[config.mk]
export PLATFORM = sky130hd
export DESIGN_NAME = fault_latch_bank
export DESIGN_NICKNAME = d
export VERILOG_FILES = /design/src/rtl/flb_pkg.sv /design/src/rtl/flb_sticky.sv /design/src/rtl/flb_peak.sv /design/src/rtl/fault_latch_bank.sv
export SDC_FILE = /design/constraint.sdc
export NUM_CORES = 1
export LEC_CHECK = 0
export BUFFER_PORTS_ARGS = -buffer_cell sky130_fd_sc_hd__buf_4
export CORE_MARGIN = 2
export CORE_UTILIZATION = 35
export CTS_CLUSTER_DIAMETER = 40
export DETAILED_ROUTE_END_ITERATION = 16
export GPL_ROUTABILITY_DRIVEN = 0
export PLACE_DENSITY = 0.67
export SYNTH_ARGS = -nofsm -noshare
export SYNTH_HDL_FRONTEND = slang
export SYNTH_SLANG_ARGS = --single-unit
[constraint.sdc]
create_clock -name clk -period 8 [get_ports clk]
set_clock_uncertainty 0.1 [all_clocks]
set_input_delay 2.4 -clock clk [delete_from_list [all_inputs] [get_ports clk]]
set_output_delay 2.4 -clock clk [all_outputs]
set_load 0.01 [all_outputs]
[src/rtl/flb_pkg.sv]
package flb_pkg;
  localparam int ADDR_W   = 6;
  localparam int DATA_W   = 16;
  localparam int SD_W     = 8;
  localparam int TW_W     = 8;
  localparam int IN_W     = 2;
  localparam int A_SHDN   = 0;
  localparam int A_THRM   = 1;
  localparam int A_OCW    = 2;
  localparam int A_INW    = 3;
  localparam int A_STAT   = 4;
  localparam int A_CTRL   = 5;
  localparam int A_PEAK0  = 8;
  localparam int STAT_INT = 6;
  localparam int CTRL_SDM = 6;
  localparam int CTRL_WNM = 7;
endpackage

[src/rtl/flb_sticky.sv]
module flb_sticky #(
  parameter int W = 8
) (
  input  logic         clk,
  input  logic         rst_n,
  input  logic         clr_all,
  input  logic [W-1:0] set_i,
  input  logic         wr_hit,
  input  logic [W-1:0] wclr,
  output logic [W-1:0] q
);
  logic [W-1:0] q_nxt;
  logic         q_en;

  always_comb begin
    q_en  = clr_all | (|set_i) | wr_hit;
    if (clr_all) q_nxt = '0;
    else         q_nxt = set_i | (q & ~(wr_hit ? wclr : {W{1'b0}}));
  end

  always_ff @(posedge clk or negedge rst_n) begin
    if (!rst_n)    q <= '0;
    else if (q_en) q <= q_nxt;
  end

  // without a clearing write or power-on clear, no set bit drops
  assert_sticky_hold_R2: assert property (@(posedge clk) disable iff (!rst_n)
    (!clr_all && !wr_hit) |=> ((q & $past(q)) == $past(q)));

  // an arriving event is held even against a same-cycle clear
  assert_event_wins_R3: assert property (@(posedge clk) disable iff (!rst_n)
    (!clr_all && (set_i != '0)) |=> ((q & $past(set_i)) == $past(set_i)));
endmodule

[src/rtl/flb_peak.sv]
module flb_peak #(
  parameter int W = 16
) (
  input  logic         clk,
  input  logic         rst_n,
  input  logic         clr,
  input  logic         vld,
  input  logic [W-1:0] smp,
  output logic [W-1:0] pk
);
  logic [W-1:0] pk_nxt;
  logic         pk_en;

  always_comb begin
    pk_en  = clr | (vld & (smp > pk));
    pk_nxt = clr ? '0 : smp;
  end

  always_ff @(posedge clk or negedge rst_n) begin
    if (!rst_n)     pk <= '0;
    else if (pk_en) pk <= pk_nxt;
  end

  // never decreases unless cleared
  assert_peak_monotonic_R6: assert property (@(posedge clk) disable iff (!rst_n)
    !clr |=> (pk >= $past(pk)));

  // after a valid sample the stored value covers it
  assert_peak_covers_R6: assert property (@(posedge clk) disable iff (!rst_n)
    (vld && !clr) |=> (pk >= $past(smp)));
endmodule

[src/rtl/fault_latch_bank.sv]
module fault_latch_bank
  import flb_pkg::*;
#(
  parameter int NUM_OUT = 10,
  parameter int NUM_CUR = 4,
  parameter int SMP_W   = 16
) (
  input  logic                     clk,
  input  logic                     rst_n,
  input  logic                     pwr_req,
  input  logic [SD_W-1:0]          sd_evt,
  input  logic [TW_W-1:0]          tw_evt,
  input  logic [NUM_OUT-1:0]       oc_evt,
  input  logic [IN_W-1:0]          in_evt,
  input  logic [NUM_CUR*SMP_W-1:0] cur_smp,
  input  logic                     cur_vld,
  input  logic [ADDR_W-1:0]        addr,
  input  logic [DATA_W-1:0]        wdata,
  input  logic                     wr_en,
  output logic [DATA_W-1:0]        rdata,
  output logic                     alert_n
);
  localparam logic [ADDR_W-1:0] AD_SHDN = ADDR_W'(A_SHDN);
  localparam logic [ADDR_W-1:0] AD_THRM = ADDR_W'(A_THRM);
  localparam logic [ADDR_W-1:0] AD_OCW  = ADDR_W'(A_OCW);
  localparam logic [ADDR_W-1:0] AD_INW  = ADDR_W'(A_INW);
  localparam logic [ADDR_W-1:0] AD_STAT = ADDR_W'(A_STAT);
  localparam logic [ADDR_W-1:0] AD_CTRL = ADDR_W'(A_CTRL);

  logic               pon_q, pon_rise;
  logic [SD_W-1:0]    shdn_q;
  logic [TW_W-1:0]    thrm_q;
  logic [NUM_OUT-1:0] ocw_q;
  logic [IN_W-1:0]    inw_q;
  logic               int_q, int_nxt, int_en;
  logic               sdm_q, wnm_q, ctl_en;
  logic               irq_src;
  logic [SMP_W-1:0]   pk [NUM_CUR];
  logic               unused_wdata;

  assign unused_wdata = ^wdata[DATA_W-1:NUM_OUT];
  assign pon_rise     = pwr_req & ~pon_q;

  always_ff @(posedge clk or negedge rst_n) begin
    if (!rst_n) pon_q <= 1'b0;
    else        pon_q <= pwr_req;
  end

  flb_sticky #(.W(SD_W)) u_shdn (
    .clk(clk), .rst_n(rst_n), .clr_all(pon_rise), .set_i(sd_evt),
    .wr_hit(wr_en && addr == AD_SHDN), .wclr(wdata[SD_W-1:0]), .q(shdn_q));

  flb_sticky #(.W(TW_W)) u_thrm (
    .clk(clk), .rst_n(rst_n), .clr_all(pon_rise), .set_i(tw_evt),
    .wr_hit(wr_en && addr == AD_THRM), .wclr(wdata[TW_W-1:0]), .q(thrm_q));

  flb_sticky #(.W(NUM_OUT)) u_ocw (
    .clk(clk), .rst_n(rst_n), .clr_all(pon_rise), .set_i(oc_evt),
    .wr_hit(wr_en && addr == AD_OCW), .wclr(wdata[NUM_OUT-1:0]), .q(ocw_q));

  flb_sticky #(.W(IN_W)) u_inw (
    .clk(clk), .rst_n(rst_n), .clr_all(pon_rise), .set_i(in_evt),
    .wr_hit(wr_en && addr == AD_INW), .wclr(wdata[IN_W-1:0]), .q(inw_q));

  generate
    for (genvar g = 0; g < NUM_CUR; g++) begin : g_peak
      flb_peak #(.W(SMP_W)) u_pk (
        .clk(clk), .rst_n(rst_n),
        .clr(pon_rise | (wr_en && addr == ADDR_W'(A_PEAK0 + g))),
        .vld(cur_vld), .smp(cur_smp[g*SMP_W +: SMP_W]), .pk(pk[g]));
    end
  endgenerate

  // alert source and control masks
  always_comb begin
    irq_src = ((|shdn_q) & sdm_q) | (((|thrm_q) | (|ocw_q) | (|inw_q)) & wnm_q);
    ctl_en  = wr_en && addr == AD_CTRL;
    int_en  = pon_rise | irq_src | (wr_en && addr == AD_STAT);
    if (pon_rise) int_nxt = 1'b0;
    else          int_nxt = irq_src | (int_q & ~wdata[STAT_INT]);
  end

  always_ff @(posedge clk or negedge rst_n) begin
    if (!rst_n) begin
      sdm_q <= 1'b1;
      wnm_q <= 1'b1;
    end else if (ctl_en) begin
      sdm_q <= wdata[CTRL_SDM];
      wnm_q <= wdata[CTRL_WNM];
    end
  end

  always_ff @(posedge clk or negedge rst_n) begin
    if (!rst_n)      int_q <= 1'b0;
    else if (int_en) int_q <= int_nxt;
  end

  assign alert_n = ~irq_src;

  always_comb begin
    rdata = '0;
    case (addr)
      AD_SHDN: rdata = DATA_W'(shdn_q);
      AD_THRM: rdata = DATA_W'(thrm_q);
      AD_OCW:  rdata = DATA_W'(ocw_q);
      AD_INW:  rdata = DATA_W'(inw_q);
      AD_STAT: rdata[STAT_INT] = int_q;
      AD_CTRL: begin
        rdata[CTRL_SDM] = sdm_q;
        rdata[CTRL_WNM] = wnm_q;
      end
      default: begin
        for (int i = 0; i < NUM_CUR; i++)
          if (addr == ADDR_W'(A_PEAK0 + i)) rdata = DATA_W'(pk[i]);
      end
    endcase
  end

  // an active alert is latched into the status bit on the next edge
  assert_int_latch_R9: assert property (@(posedge clk) disable iff (!rst_n)
    (!alert_n && !pon_rise) |=> int_q);

  // a power-on rising edge leaves all history cleared
  assert_pon_clear_R5: assert property (@(posedge clk) disable iff (!rst_n)
    pon_rise |=> (shdn_q == '0 && thrm_q == '0 && ocw_q == '0 && inw_q == '0 && !int_q));

  // alert low only with some latched bit present
  assert_alert_src_R8: assert property (@(posedge clk) disable iff (!rst_n)
    !alert_n |-> ((shdn_q != '0) || (thrm_q != '0) || (ocw_q != '0) || (inw_q != '0)));
endmodule

==> qor.yml <==
status: "completed"
slew_violations: 0
core_area_sq_mm: 0.0195
ioPinCount: 136
whs_ps: 435
maxSlewHeadroom_pct: 20.0
endpoint: "rdata[7]"
hold_violations: 0
final_nets: 1028
cts_tree: "done"
routedWlPerCell_microns: 17.0
grt_max_degree: 70
syn-num-nets: 918
synth.distinct_cells: 63
cts_sinks: 96
most-common-layout-cells: "134 x buf_4, 126 x inv_1, 116 x nand2_1, 94 x dfrtp_1, 64 x ha_1"
min_period_ps: 6670
die_w_microns: 145
fp-row-count: 51
cts_resized: 0
ys_dominant_reg_cell: "dfrtp_1"
viasPerCell: 5.25
grt_antenna_before_repair: 0
n_antenna_cell: 0
seq_area_frac_synth_pct: 34.5
p_clk_share_pct: 25.0
die_h_microns: 145
rsz0062_at_grt: "false"
cp-startpoint: "addr[0]"
crit_path_end_kind: "output pin"
power_frac_comb_pct: 34.2
critPathRequiredTime_ps: 5500
p_sw_share_pct: 35.3
final_cell_area_sq_mm: 0.00837
layout_commonest_cell: "buf_4"
syn_area_per_cell_sq_um: 9.49
hold_path_class: "reg -> reg"
startpoint_type: "input port"
post-route-period-util_pct: 83.3
place_area_sq_mm: 0.00810
yosys.area_share.simple_pct: 15.5
start_util_pct: 35.7
numCtsBuffers: 9
cellPowerDensity_mw_per_mm2: 192
synth_top_family_by_area: "compound AO/OA/AOI/OAI gates"
synth_edf_count: 0
grt_usage_pct: 18.2
async_reset_ff_share_pct: 100
grt_overflow: 0
power_switching_uw: 566
cts-htree-levels: 3
path_class: "in -> out"
grt_pass1_vias: 5782
grt_pass1_wl_mm: 31.0
drc: 0
synth_xor_area_share_pct: 0
postCtsHoldBufs: 0
drtIter0Drc: 368
crit-reg2reg-launch: "g_peak[3].u_pk.pk[7]"
fmaxAchievable_mhz: 150
vdd_drop_max_mv: 0.0814
ys_warn_count: 0
synthAdderAreaFrac_pct: 11.5
drv_cap: 0
io_buffers: 129
cts_setup_buffers: 0
worst_pin_slew_ps: 1200
clkLatencyLatePin_ps: 350
p_leak_nw: 3.80
fill_cells: 1956
r2r-end: "g_peak[3].u_pk.pk[3]"
die_area_sq_mm: 0.0211
seqPwrFrac_pct: 40.8
antenna_left: 0
cts_max_path_buffers: 2
synth-compound-area-share_pct: 21.7
netlist_area_sq_mm: 0.00697
vias: 5853
power_mw: 1.61
cts-root-buf: "clkbuf_16"
synth_cells: 735
drt_pass1_iterations: 5
critical_path_arrival_ps: 4170
cts.clk_slew.worst_paths_ps: 60
ys_seq_elements: 96
dpl.hpwl_mm: 14.9
synthMuxAreaShare_pct: 7.00
reg2reg_slack_ps: 5250
setup_viol: 0
cp_max_fo: 29
totalWireLength_mm: 19.0
synthToLayoutAreaGrowth_pct: 20.0
timing.setup.tns_ps: 0
layout-drive-gt1-share_pct: 26.2
rr_worst_depth: 7
internal-power_mw: 1.04
## routing by layer
metal	vias to the layer above	track usage [%]	share of wire [%]
li1	2842	-	-
met3	22	2.83	4.6
met4	0	5.49	2.0
met2	157	30.0	48
met1	2832	24.9	45
met5	-	0	0
## power groups by stage
stage	combinational [mW]	clock, mW	sequential (mW)
floorplan	0.418	0	0.623
global placement	0.539	0	0.657
detailed placement	0.551	0	0.660
CTS	0.554	0.407	0.652
global route	0.617	0.430	0.665
finish	0.548	0.402	0.655
## cell usage after synthesis, drive strengths merged, types with 2 or more instances
cell	n	area, sq um
a211oi	4	35.0
a21o	3	22.5
a21oi	52	260
a221oi	2	23.8
a22o	4	35.0
a22oi	3	22.5
a31oi	4	67.6
and2	8	50.1
and3	8	60.1
and4	2	17.5
buf	23	168
clkbuf	12	45.0
dfrtp	94	2350
dfstp	2	52.6
ha	64	801
inv	126	473
mux2	2	22.5
mux2i	6	60.1
mux4	18	405
nand2	117	442
nand3	4	25.0
nand4	12	90.1
nor2	40	150
nor2b	6	37.5
nor3	4	25.0
nor4	11	105
o211ai	3	22.5
o21a	3	22.5
o21ai	15	78.8
o32ai	64	786
or3	2	22.5
## how the worst min path moves through the flow
stage           startpoint           to  cells after the start
5_1_grt        u_thrm.q[2]  u_thrm.q[2]                      2
4_1_cts              int_q        int_q                      2
2_1_floorplan   u_inw.q[0]   u_inw.q[0]                      2
3_5_place_dp         int_q        int_q                      2
3_3_place_gp         int_q        int_q                      2
6_report             int_q        int_q                      2
## area by class of cell
| class | count | area (sq um) | area share [%] |
|---|---|---|---|
| Clock inverter | 4 | 20.0 | 0.239 |
| Timing Repair Buffer | 134 | 1010 | 12.0 |
| Sequential cell | 96 | 2400 | 28.7 |
| Tap cell | 265 | 332 | 3.96 |
| Multi-Input combinational cell | 478 | 3880 | 46.4 |
| Inverter | 126 | 473 | 5.65 |
| Clock buffer | 12 | 246 | 2.95 |
## cells by family (layout without fill, tap and decap cells)
kind of cell / count (synthesis) / count (layout)
AO/OA/AOI/OAI: 169 / 169
multiplexers: 26 / 26
buffers and inverters: 161 / 276
flip-flops: 96 / 96
adder cells (fa/ha/maj): 64 / 64
AND/OR/NAND/NOR: 219 / 219
## sequential cells by signal, summed over array words and instances (netlist names)
signal	count
g_peak.u_pk.pk	64
u_ocw.q	10
u_shdn.q	8
u_thrm.q	8
u_inw.q	2
int_q	1
pon_q	1
sdm_q	1
wnm_q	1
## stage by stage
step / worst slack [ps] / util (%) / std cells
4_1_cts: 1350 / 42.8 / 1115
5_1_grt: 1260 / 42.8 / 1115
6_report: 1330 / 42.8 / 1115
2_1_floorplan: 1790 / - / 735
3_5_place_dp: 1380 / 41.5 / 1099
3_3_place_gp: 1360 / 41.5 / 1099
## worst max-delay path: stages
cell and delay, ps:
buf_4 350, nor2b_1 690, and3_1 300, a22oi_1 100, o21ai_0 130, buf_4 180
Power figures use the tool's default switching activity.
